`src/rtl/irq_enc_pkg.sv`:
```
package irq_enc_pkg;

    localparam int unsigned NUM_LINES = 15;
    localparam int unsigned LVL_W     = $clog2(NUM_LINES + 1);

    typedef logic [NUM_LINES-1:0] line_vec_t;
    typedef logic [LVL_W-1:0]     level_t;

    typedef struct packed {
        logic   active;
        level_t level;
    } enc_out_t;

    // Converts a one-hot grant (bit k-1 = line k) into the line number.
    function automatic level_t grant_to_level(line_vec_t g);
        level_t acc;
        acc = '0;
        for (int unsigned k = 0; k < NUM_LINES; k++) begin
            if (g[k]) acc = acc | level_t'(k + 1);
        end
        return acc;
    endfunction

endpackage

```
`src/rtl/irq_prio_grant.sv`:
```
module irq_prio_grant
    import irq_enc_pkg::*;
#(
    parameter int unsigned LINES = NUM_LINES
) (
    input  logic [LINES-1:0] lines,
    output logic [LINES-1:0] grant,
    output logic             any
);

    logic [LINES:0] blocked;

    assign blocked[0] = 1'b0;

    generate
        for (genvar i = 0; i < LINES; i++) begin : g_chain
            assign grant[i]     = lines[i] & ~blocked[i];
            assign blocked[i+1] = blocked[i] | lines[i];
        end
    endgenerate

    assign any = blocked[LINES];

    // exactly one grant when something is pending, and no line below it is set.
    always_comb begin
        if (any) begin
            a_grant_onehot_r3: assert ($countones(grant) == 1);
            a_grant_lowest_r3: assert ((lines & (grant - 1'b1)) == '0);
        end else begin
            a_grant_idle_r4: assert (grant == '0);
        end
    end

endmodule

```
`src/rtl/irq_level_latch.sv`:
```
module irq_level_latch
    import irq_enc_pkg::*;
(
    input  logic      clk,
    input  logic      rst,
    input  line_vec_t lines,
    input  line_vec_t grant,
    input  logic      any,
    output enc_out_t  state
);

    enc_out_t nxt;
    logic     held_live;
    logic     win_alive;
    logic     preempt;
    level_t   cand;

    assign cand = grant_to_level(grant);

    // The latched winner is still asserted.
    assign win_alive = state.active && (state.level != '0) && lines[state.level - 1'b1];
    // A more urgent line has arrived.
    assign preempt   = state.active && (cand < state.level);

    always_comb begin
        nxt = state;
        if (!any) begin
            nxt.active = 1'b0;
            nxt.level  = '0;
        end else if (!state.active || !win_alive || preempt) begin
            nxt.active = 1'b1;
            nxt.level  = cand;
        end
    end

    always_ff @(posedge clk) begin
        if (rst) begin
            state     <= '0;
            held_live <= 1'b0;
        end else begin
            state     <= nxt;
            held_live <= 1'b1;
        end
    end

    p_rise_r2: assert property (@(posedge clk) disable iff (rst)
        (|lines) |=> state.active);

    p_idle_clear_r4: assert property (@(posedge clk) disable iff (rst)
        !(|lines) |=> (!state.active && state.level == '0));

    p_agree_r8: assert property (@(posedge clk) disable iff (rst)
        state.active == (state.level != '0));

    p_hold_r9: assert property (@(posedge clk) disable iff (rst)
        (held_live && $stable(lines)) |=> $stable(state));

    p_preempt_r6: assert property (@(posedge clk) disable iff (rst)
        (state.active && (|(lines & (line_vec_t'(1) << (state.level - 1'b1)) - 1'b1)))
        |=> $past(state.level) > state.level);

endmodule

```
`src/rtl/irq_level_encoder.sv`:
```
module irq_level_encoder
    import irq_enc_pkg::*;
(
    input  logic                 clk,
    input  logic                 rst,
    input  logic [NUM_LINES-1:0] req,
    output logic                 irq_n,
    output logic [LVL_W-1:0]     level
);

    line_vec_t grant;
    logic      any;
    enc_out_t  state;

    irq_prio_grant #(.LINES(NUM_LINES)) u_grant (
        .lines (req),
        .grant (grant),
        .any   (any)
    );

    irq_level_latch u_latch (
        .clk   (clk),
        .rst   (rst),
        .lines (req),
        .grant (grant),
        .any   (any),
        .state (state)
    );

    assign irq_n = ~state.active;
    assign level = state.level;

    p_reset_r1: assert property (@(posedge clk) rst |=> (irq_n && level == '0));

endmodule

```
`config.mk`:
```
export PLATFORM = sky130hd
export DESIGN_NAME = irq_level_encoder
export DESIGN_NICKNAME = d
export VERILOG_FILES = /design/src/rtl/irq_enc_pkg.sv /design/src/rtl/irq_prio_grant.sv /design/src/rtl/irq_level_latch.sv /design/src/rtl/irq_level_encoder.sv
export SDC_FILE = /design/constraint.sdc
export NUM_CORES = 1
export LEC_CHECK = 0
export BUFFER_PORTS_ARGS = -buffer_cell sky130_fd_sc_hd__buf_2
export CORE_MARGIN = 8
export CORE_UTILIZATION = 51
export CTS_BUF_LIST = sky130_fd_sc_hd__clkbuf_4
export DETAILED_ROUTE_END_ITERATION = 8
export PLACE_DENSITY = 0.8
export SLEW_MARGIN = 40
export SYNTH_ARGS = -nofsm -noshare
export SYNTH_HDL_FRONTEND = slang
export SYNTH_SLANG_ARGS = --single-unit
```
`constraint.sdc`:
```
create_clock -name clk -period 3.6 [get_ports clk]
set_clock_uncertainty 0.05 [all_clocks]
set_input_delay 0.36 -clock clk [delete_from_list [all_inputs] [get_ports clk]]
set_output_delay 0.36 -clock clk [all_outputs]
set_load 0.01 [all_outputs]
```
==> Word-level counts from Yosys, hierarchy flattened <==
Index checks and enable logic that the tools add are counted.
Widths: inputs -> output; s select.
{ "totals": {"regBits": 5, "output_inout_bits": 5} }
{ "classes": {"n_addsub": 1, "n_lt_le_gt_ge": 2, "muxes": 17, "bitwise_logic": 44, "reduce_logical": 9} }
{ "op_table": {"columns": ["op", "n"], "rows": [
  ["$mux 4", 8],
  ["$not 1->1", 16],
  ["$and 1x1->1", 14],
  ["$or 1x1->1", 14],
  ["$mux 3", 4],
  ["$lt 4x5->1 const B", 1],
  ["$bmux 1 s4", 1],
  ["$lt 4x4->1", 1],
  ["$mux 2", 2],
  ["$reduce_bool 4->1", 1],
  ["$sub 4x1->4 const B", 1],
  ["$logic_and 1x1->1", 3],
  ["$logic_not 1->1", 2],
  ["$logic_or 1x1->1", 2],
  ["$mux 1", 2],
  ["$reduce_or 2->1", 1]
]} }

==> Depth between registers and ports, before layout <==
Gate-level depths: netlist (run 1).
{ "logic_depth": {"depth_word": 19, "depth_mapped": 10, "mapped_depth_nobuf": 10} }

==> By module <==
Synthesis (run 1) repeated with hierarchy kept, for this count alone.
{ "hier_totals": {"hier_cells": 92, "hier_area_um2": 730.7} }
{ "modules_own_cells": {"columns": ["mod", "n_inst", "cells_each", "area_each_um2", "seq_area_each_um2"], "rows": [
  ["irq_level_latch", 1, 59, 515.5, 100.1],
  ["irq_prio_grant", 1, 32, 211.5, 0.0],
  ["irq_level_encoder", 1, 1, 3.8, 0.0]
]} }

==> Worst setup path before layout (run 1) <==
No wires, ideal clock.
{ "synth_timing": {"path_kind": "register -> register", "from": "reg, netlist name u_latch.state[0]", "to": "reg, netlist name u_latch.state[0]", "setup_ps": 121, "arrival_time_ps": 2318, "path_slack_ps": 1111, "stages_incl_launch_ff": 10, "path_buffers": 1, "period_less_slack_ps": 2489, "path_cell_list": "dfxtp_1 > buf_2 > inv_1 > ha_1 > or2_2 > o41ai_1 > o211ai_1 > o22a_1 > a311oi_4 > mux2_4"} }
{ "synth_via": {"elab_chain_len": 7, "word_cells_on_any_way": 11} }
{ "synth_rtl": {"columns": ["item", "line", "rtl"], "rows": [
  ["$sub 4x1->4", "irq_level_latch.sv:21", "assign win_alive = state.active && (state.level != '0) && lines[state.level - 1'b1];"],
  ["$bmux 1 s4", "irq_level_latch.sv:21", null],
  ["$mux 1 (not written as such)", "irq_level_latch.sv:21", null],
  ["$logic_and 1x1->1", "irq_level_latch.sv:21", null],
  ["$logic_not 1->1", "irq_level_latch.sv:30", "end else if (!state.active || !win_alive || preempt) begin"],
  ["$logic_or 1x1->1", "irq_level_latch.sv:30", null],
  ["$logic_or 1x1->1 (*)", "irq_level_latch.sv:30", null]
]} }
Every way passes the cells marked *; elsewhere a longest branch is shown, timed or not. The select of a mux whose other input is x is not followed.
A chain may end at the register's enable or synchronous reset.

==> Final worst setup path (run 1) <==
{ "layout_timing": {"from": "reg, netlist name u_latch.state[0]", "to": "reg, netlist name u_latch.state[0]"} }
{ "layout_via": {"elab_chain_len": 7, "word_cells_on_any_way": 11} }
{ "layout_rtl": {"columns": ["item", "line"], "rows": [
  ["$sub 4x1->4", "irq_level_latch.sv:21"],
  ["$bmux 1 s4", "irq_level_latch.sv:21"],
  ["$mux 1 (not written as such)", "irq_level_latch.sv:21"],
  ["$logic_and 1x1->1", "irq_level_latch.sv:21"],
  ["$logic_not 1->1", "irq_level_latch.sv:30"],
  ["$logic_or 1x1->1", "irq_level_latch.sv:30"],
  ["$logic_or 1x1->1 (*)", "irq_level_latch.sv:30"]
]} }
Marks and branches as above.

==> impl_results.md, run 1 <==
- Fin crit share: between 70% and 80%
- Post CTS Setup Buffer Count: 0
- LEAKAGE: 0.000336 uW
- CTS H-Tree Depth: 1
- Layout Nets: 127
- Max VDD drop: between 0.0001 and 0.00015 V
- CP peak stage delay: 0.51 ns
- RSZ-0062 raised after global routing: false
- Placed inst area: about 770 sq um
- Share of cells above drive strength 1: 30.5%
- Synthesized cell area: 681 sq um
- # setup viols final: 0
- Global route overflow: 0
- Synthesized instance count: 85
- Largest regs: u_latch.state (5)
- Max Clk Rate: 0.367 GHz
- Register area share after synthesis: between 10 and 15%
- Vias in the first global route: 758
- CP top delay family: compound AO/OA/AOI/OAI gates
- Die area: 0.00276 sq mm
- Setup TNS: 0 ns
- Final Hold Viols: 0
- First-pass GRT wire length: 3210 um
- Largest net degree at the start of global routing: 10
- IO Port Bufs: 21
- Die X: around 53 um
- Initial antenna violation count: 0
- Cts hold-fix bufs: 0
- Core area: roughly 0.0013 sq mm
- DP HPWL: 1450 um
- Cts bufs inserted: 3
- Yosys cell types: 34
- Kind of critical path: register to register
- Clock Sinks: 5
- Starting DRT DRC Count: 40
- Starting density of the core: 53.6%
- CTS Root Cell: clkbuf_4
- Mean Syn Cell Area: ~8 sq um
- Area delta synth->final: 17.5%
- Drt first pass iters: 4
- Rows: 13
- CTS resizes: 0
- Critical path, cell by cell: inv_1, ha_1, or2_2, o41ai_1, o211ai_1, o22a_1, a311oi_4, mux2_4
- Max reg flops: 5
- Power Dens Cells: 290 mW/mm^2
- Yosys warnings: 0
- Antenna Nets Post-Route: 0
- DR WL/cell: between 10 and 15 um
- Slew HR: around 55%
- Setup crit end kind: register
- Vias per inst: about 6.0
- WP buf/inv: 1
- Die height: roughly 53 um
- Max clock buf depth: 2
- Post-synthesis register bit count: 5
- Gp weighted congestion: 0.842
- CP required: 3.68 ns
- Skew-Pair Late Insertion Delay: roughly 0.25 ns
- CTS tree: done
- Largest Register: u_latch.state
- Slowest cell on crit path: dfxtp_1
- FILL cells: between 100 and 150
- Post-Syn Nets: 106
- DRC: 0
- Crit path time final: 2.73 ns
- Routed vias: a little over 700
- Least-Margin Pin Slew: around 0.68 ns
- GRT Overall Usage: between 10% and 20%
- Final Cell Area: around 800 sq um
- Io pins: 22
- Outcome: completed
- Max-slew violation count: 0
- Max-cap viol count: 0
- CP arrival: 2.81 ns
- Total Wirelength: roughly 1800 um
- Reg clk slew, reported paths: about 0.04 ns
- # diodes: 0
- CP Max Fanout: 9
- Crit path launch type: register
- Worst min path class: primary input to register
-- metal layers --
metal  part of all wire (%)  routed length, um  vias to the layer above  track usage, %
met4                    1.6                 29                        0            6.47
met5                      0                  0                        -               0
met2                     47                825                       31            22.3
met3                    6.5                115                        4            4.26
met1                     45                789                      327            19.1
li1                       -                  -                      353               -
-- final cells by class --
type                       count  area [sq um]  area share, %
tap                           15          18.8           2.35
sequential                     5           100           12.5
multi-input combinational     66           512           64.0
timing repair buffer          21           105           13.1
clock buffer                   4          30.0           3.76
inverter                       9          33.8           4.23
-- synth_stat cells, drive strengths merged --
cell    instances  area (sq um)
a211oi          2          15.0
a21boi          2          15.0
a21oi           5          25.0
a311oi          1          26.3
a31oi           1          6.26
and2            1          6.26
buf             5          35.0
dfxtp           5           100
ha              4          50.1
inv             9          33.8
mux2            2          26.3
mux2i           4          40.0
mux4            3          71.3
nand2           9          33.8
nand2b          1          6.26
nand3           3          15.0
nor2            8          30.0
nor3            4          20.0
nor3b           1          7.51
nor4            3          18.8
o211ai          2          15.0
o21ai           1          5.00
o21bai          1          7.51
o22a            1          8.76
o22ai           1          6.26
o311ai          1          8.76
o31a            1          8.76
o31ai           1          7.51
o41ai           1          8.76
or2             1          6.26
xor2            1          16.3
-- stage by stage --
| stage | std cells | utilization (%) | setup slack (ns) | power (uW) | hold WS [ns] |
|---|---|---|---|---|---|
| after CTS | 120 | 63.0 | 0.879 | 234 | 0.330 |
| after global placement | 116 | 60.7 | 0.962 | 157 | 0.475 |
| after detailed placement | 116 | 60.7 | 0.886 | 159 | 0.466 |
| after floorplan | 85 | - | 1.11 | 135 | 0.428 |
| after global routing | 120 | 63.0 | 0.667 | 252 | 0.352 |
| final | 120 | 63.0 | 0.872 | 232 | 0.340 |
-- path summary, 6_finish.rpt --
check                                      start               end  slack [ns]  cells after the start
worst max register to register  u_latch.state[0]  u_latch.state[0]        0.87                      8
worst min register to register  u_latch.state[1]  u_latch.state[1]        0.48                      2
worst max-delay path            u_latch.state[0]  u_latch.state[0]        0.87                      8
worst min-delay path                         rst  u_latch.state[4]        0.34                      2
-- cell families (layout without fill, tap and decap cells) --
logic type                 Yosys count  in the layout  synth area share [%]
xor gates and xnor gates             1              1                  2.39
DFF                                  5              5                  14.7
and+or+nand+nor                     31             31                  21.1
buffers and inverters               14             34                  10.1
muxes                                9              9                  20.2
adders and majority gates            4              4                  7.35
AOI/OAI and AO/OA                   21             21                  24.1
-- power by group --
| part | switching, uW | internal [uW] | total (uW) | leakage (uW) |
|---|---|---|---|---|
| logic | 47.0 | 47.1 | 94.2 | 0.000276 |
| clock network | 23.6 | 49.4 | 73.0 | 0.0000184 |
| registers | 6.10 | 58.9 | 65.0 | 0.0000413 |
| total | 76.7 | 156 | 232 | 0.000336 |
-- cell usage in the layout (no fill, tap or decap), types with 2 or more instances in the layout --
| cell | instances |
|---|---|
| a21boi_0 | 2 |
| nor4_1 | 3 |
| nand3_1 | 3 |
| nor2_1 | 8 |
| nor3_1 | 4 |
| nand2_1 | 9 |
| a211oi_1 | 2 |
| dfxtp_1 | 5 |
| ha_1 | 4 |
| buf_2 | 21 |
| o211ai_1 | 2 |
| mux4_2 | 2 |
| clkbuf_4 | 4 |
| a21oi_1 | 5 |
| inv_1 | 9 |
| mux2i_1 | 4 |
Power figures use the tool's default switching activity.
==> inputs of run 2 (changes only) <==
CORE_UTILIZATION = 46   (was 51)
PLACE_DENSITY = 0.76   (was 0.8)
clock period = 2.4 ns   (was 3.6 ns; I/O delays follow)
==> impl_results.md, run 2 (synthesized netlist as in run 1, its figures left out) <==
- Commonest non-fill, non-tap cells in the layout: buf_2 (21), nand2_1 (9), nor2_1 (8), inv_1 (8), buf_4 (7)
- Core area: 0.00145 sq mm
- CP Max Fanout: 4
- Count of placed standard cells including taps: about 120
- Max Clk Rate: 0.443 GHz
- Critical path, cell by cell: inv_2, ha_2, xor2_2, mux2_2, a211oi_1, o22a_1, a311oi_4, mux2_4
- Vias in the first global route: 755
- Die X: between 50 and 60 um
- Slowest cell on crit path: mux2_2
- Starting DRT DRC Count: 16
- Outcome: completed
- LEAKAGE: 0.000376 uW
- Multi-input logic area: ~530 sq um
- CTS tree: done
- Slew HR: 52.6%
- Share of cells above drive strength 1: between 30% and 40%
- Max reg flops: 5
- Register area: 100 sq um
- Max-slew violation count: 0
- Crit path time final: approximately 2.3 ns
- Starting density of the core: 46.8%
- DP Worst Slack: -0.0746 ns
- Global route overflow: 0
- Kind of critical path: register to register
- CTS H-Tree Depth: 1
- # setup viols final: 0
- FILL cells: around 130
- CP arrival: approximately 2.3 ns
- Rows: 14
- Clock Sinks: 5
- Gp weighted congestion: between 0.8 and 0.9
- Fin cells: between 100 and 150
- Largest regs: u_latch.state (5)
- CTS Root Cell: clkbuf_4
- Max VDD drop: 0.000161 V
- Largest Register: u_latch.state
- Largest net degree at the start of global routing: 10
- Final Hold Viols: 0
- Area delta synth->final: 27.8%
- Worst min path class: primary input to register
- Die area: 0.00297 sq mm
- # diodes: 0
- Least-Margin Pin Slew: 0.708 ns
- Antenna Nets Post-Route: 0
- Max-cap viol count: 0
- Total Wirelength: around 1900 um
- DRC: 0
- DP HPWL: between 1500 and 2000 um
- Power Dens Cells: between 400 and 500 mW/mm^2
- Initial antenna violation count: 0
- Io pins: 22
- Commonest non-fill, non-tap cell in the layout: buf_2
- Drt first pass iters: 4
- Setup WS post-layout: about 0.14 ns
- Setup TNS: 0 ns
- Cts hold-fix bufs: 0
- Die height: between 50 and 60 um
- Max clock buf depth: 2
- Layout Nets: ~130
- Hold WS: between 0.2 and 0.25 ns
- Skew-Pair Late Insertion Delay: 0.24 ns
- RSZ-0062 raised after global routing: false
- Setup crit end kind: register
- Vias per inst: about 5.6
- IO Port Bufs: 21
- CP required: between 2 and 2.5 ns
- DR WL/cell: 14.5 um
- PnR Total Power: 373 uW
- Fin crit share: between 90% and 100%
- Crit path launch type: register
- GRT Overall Usage: between 10% and 20%
- Reg clk slew, reported paths: 0.05 ns
- Routed vias: 722
- Cts bufs inserted: 3
- CP peak stage delay: between 0.3 and 0.4 ns
- First-pass GRT wire length: just over 3000 um
run 2: cell count changes in the layout (fill, tap and decap cells not counted), sizes merged:
| cell | change |
|---|---|
| buf | +7 |
run 2: worst paths after layout:
| path | start | to | slack, ns | cells past startpoint |
|---|---|---|---|---|
| worst max-delay path | u_latch.state[1] | u_latch.state[0] | 0.14 | 8 |
| worst min-delay path | rst | u_latch.state[4] | 0.23 | 2 |
| worst max register to register | u_latch.state[1] | u_latch.state[0] | 0.14 | 8 |
| worst min register to register | u_latch.state[3] | u_latch.state[3] | 0.49 | 2 |
run 2: through the flow:
step	utilization [%]	cell area, sq um
CTS	58.7	853
finish	59.8	870
global placement	56.6	823
detailed placement	56.6	823
global route	59.8	870
floorplan	-	683
run 2: repair_timing:
action / 4_1_cts / 5_1_grt
buffers inserted: 0 / 0
gates resized for setup: 0 / 4
setup endpoints to repair: 0 / 4
run 2: layer usage:
metal | wire length (um) | GRT usage (%)
met1 | 831 | 16.5
met3 | 74 | 1.09
met4 | 21 | 4.92
met2 | 928 | 24.4
met5 | 0 | 0
run 2: where the power goes:
| group | internal [uW] | switching [uW] |
|---|---|---|
| sequential | 88.3 | 4.26 |
| combinational | 85.6 | 84.3 |
| clock | 74.2 | 36.3 |
| total | 248 | 125 |
run 2: worst max-delay path: cells and delay by family (launching register included):
kind / cells / cell delay, ns
buf+inv: 1 / 0.07
fa+ha+maj: 1 / 0.20
xor+xnor: 1 / 0.25
mux: 2 / 0.71
compound gates: 3 / 0.55
flops: 1 / 0.31
run 2: layout make-up:
| cell class | count | area share, % |
|---|---|---|
| well taps | 16 | 2.30 |
| inverters | 9 | 3.88 |
| multi-input cells | 66 | 60.7 |
| flip-flops and latches | 5 | 11.5 |
| clock buffers | 4 | 3.45 |
| repair buffers | 28 | 18.1 |
==> inputs of run 3 (changes only) <==
ABC_AREA = 1   (was not set)
CORE_UTILIZATION = 48   (was 46)
PLACE_DENSITY = 0.78   (was 0.76)
RECOVER_POWER = 100   (was not set)
==> impl_results.md, run 3 <==
- Max VDD drop: approximately 0.00046 V
- Yosys warnings: 0
- CTS resizes: 0
- First-pass GRT wire length: ~3200 um
- Post-synthesis register bit count: 5
- FF-to-FF path depth: 12
- Worst Hold End: u_latch.state[4]
- CP required: between 2 and 2.5 ns
- Routed vias: around 850
- Top-count cell post-synth: nand2_1
- Initial antenna violation count: 0
- Register area share after synthesis: between 10% and 20%
- Yosys cell types: 31
- Synthesized cell area: 759 sq um
- CTS Root Cell: clkbuf_4
- Share of cells above drive strength 1: between 20% and 30%
- Area delta synth->final: 15.0%
- Die X: 55.8 um
- # setup viols final: 0
- Die height: 55.8 um
- Net Sw Frac: a little over two fifths
- Crit path launch type: primary input
- Max Clk Rate: around 0.48 GHz
- Compound-Gate Fraction of Synth Area: 21.1%
- CP top delay family: simple AND/OR/NAND/NOR gates
- CP Max Fanout: 6
- Max-cap viol count: 0
- Post CTS Setup Buffer Count: 0
- Max clock buf depth: 2
- Gp weighted congestion: between 0.8 and 0.9
- Rows: 14
- Largest Register: u_latch.state
- WP buf/inv: 3
- Slew HR: around two thirds
- Vias per inst: roughly 5.1
- Post-synth ARST share: 0%
- Max-slew violation count: 0
- Worst R2R End: u_latch.state[0]
- LEAKAGE: slightly below 0.0005 uW
- CTS tree: done
- CTS H-Tree Depth: 1
- Cts bufs inserted: 3
- Top-area cell type share of the netlist area: 13.3%
- Number of synthesized flops with an enable pin: 0
- Seq pwr share: roughly 23%
- Hold Path Origin: rst
- Starting density of the core: between 50% and 60%
- Starting DRT DRC Count: 27
- Logic pwr share: 53.3%
- Largest family of logic cells by synthesized area: simple AND/OR/NAND/NOR gates
- Layout Nets: ~170
- Post-Syn Nets: 150
- IO Port Bufs: 21
- Setup TNS: 0 ns
- Die area: 0.00311 sq mm
- Synth area leader: nand2_1
- Kind of critical path: primary input to register
- DP HPWL: approximately 1500 um
- Global route overflow: 0
- Area contributors post-synth: nand2_1 (13%), dfxtp_1 (13%), inv_1 (10%)
- Commonest non-fill, non-tap cell in the layout: nand2_1
- Largest regs: u_latch.state (5)
- Total Wirelength: around 1800 um
- Drt first pass iters: 4
- FF-to-FF setup slack: approximately 0.45 ns
- Least-Margin Pin Slew: between 0.5 and 0.6 ns
- Crit path time final: around 2.1 ns
- RSZ-0062 raised after global routing: false
- Adder-Cell Fraction of Synth Area: approximately 6.6%
- Power Dens Cells: around 500 mW/mm^2
- Most frequent cells after synthesis: nand2_1 (27), inv_1 (21), nor2_1 (11)
- Multiplexer area fraction after synthesis: 0%
- Hold WS: 0.268 ns
- Outcome: completed
- Synth Area in Simple Gates: 38.9%
- Main synth FF type: dfxtp_1
- Vias in the first global route: 806
- Reg clk slew, reported paths: around 0.040 ns
- Io pins: 22
- Final Hold Viols: 0
- Switch Pwr: 187 uW
- Critical path, cell by cell: buf_2, nor2_4, nand2_2, nor2_4, nand4_2, nor2_1, o21ai_1, inv_1, nor2_1, inv_1, ha_1, a21oi_1, nand2_1, nand2_4, nand2_1, nand2_1, nor2_1
- Antenna Nets Post-Route: 0
- Slowest cell on crit path: ha_1
- Core area: 0.00149 sq mm
- Clock Sinks: 5
- Synthesized instance count: around 130
- Cts hold-fix bufs: 0
- Commonest non-fill, non-tap cells in the layout: nand2_1 (28), inv_1 (21), buf_2 (17)
- Fin crit share: between 80% and 90%
- DRC: 0
- RR Startpoint: u_latch.state[0]
- CP arrival: 2.16 ns
- CP peak stage delay: between 0.2 and 0.25 ns
- Mean Syn Cell Area: between 5 and 6 sq um
- Largest net degree at the start of global routing: 14
- Max reg flops: 5
- Cell Int Power: 256 uW
- Worst min path class: primary input to register
- Post-Synth XOR/XNOR Area: roughly 2.3%
- DR WL/cell: ~11 um
- Skew-Pair Late Insertion Delay: between 0.2 and 0.25 ns
- Clock power share: between 20% and 30%
- GRT Overall Usage: approximately 12%
- # diodes: 0
- Hold path depth: 3
- Setup crit end kind: register
[run 3: how the worst max path moves through the flow]
stage / start / endpoint / cells after the start
6_report: req[2] / u_latch.state[2] / 17
2_1_floorplan: req[4] / u_latch.state[3] / 16
3_3_place_gp: req[4] / u_latch.state[3] / 17
5_1_grt: req[2] / u_latch.state[0] / 17
4_1_cts: req[2] / u_latch.state[2] / 17
3_5_place_dp: req[2] / u_latch.state[2] / 17
[run 3: per-layer routing]
metal	vias to the layer above	wire [um]	global-route usage (%)
met4	0	0	2.82
li1	453	-	-
met3	0	83	3.42
met1	367	872	14.4
met2	27	808	18.6
met5	-	0	0
[run 3: cell type report]
cell class / instances / area, sq um
clock buffer: 4 / 30.0
fill: 153 / 616
inverter: 27 / 101
multi-input combinational: 92 / 518
sequential: 5 / 100
tap: 16 / 20.0
timing repair buffer: 22 / 104
[run 3: logic make-up after synthesis]
logic type | count (synthesis)
AO/OA/AOI/OAI | 27
AND/OR/NAND/NOR | 59
buffers and inverters | 32
XOR/XNOR | 2
adder cells (fa/ha/maj) | 4
flip-flops | 5
[run 3: per-stage QoR]
step	instances	power [uW]	util (%)	setup slack [ns]	area [sq um]
6_report	166	443	58.7	0.324	873
5_1_grt	166	496	58.7	0.132	873
4_1_cts	166	453	59.6	0.408	887
3_5_place_dp	162	343	57.6	0.166	857
3_3_place_gp	162	340	57.6	0.206	857
2_1_floorplan	129	292	-	0.492	759
[run 3: worst min-delay path: stages]
cell,delay (ns)
buf_2,0.07
o21bai_1,0.12
inv_2,0.06
[run 3: power groups by stage]
stage          Combinational (uW)  Sequential, uW  Clock [uW]
2_1_floorplan                 189             103           0
3_3_place_gp                  237             103           0
5_1_grt                       272             102         122
3_5_place_dp                  240             103           0
4_1_cts                       242             101         110
6_report                      236             102         105
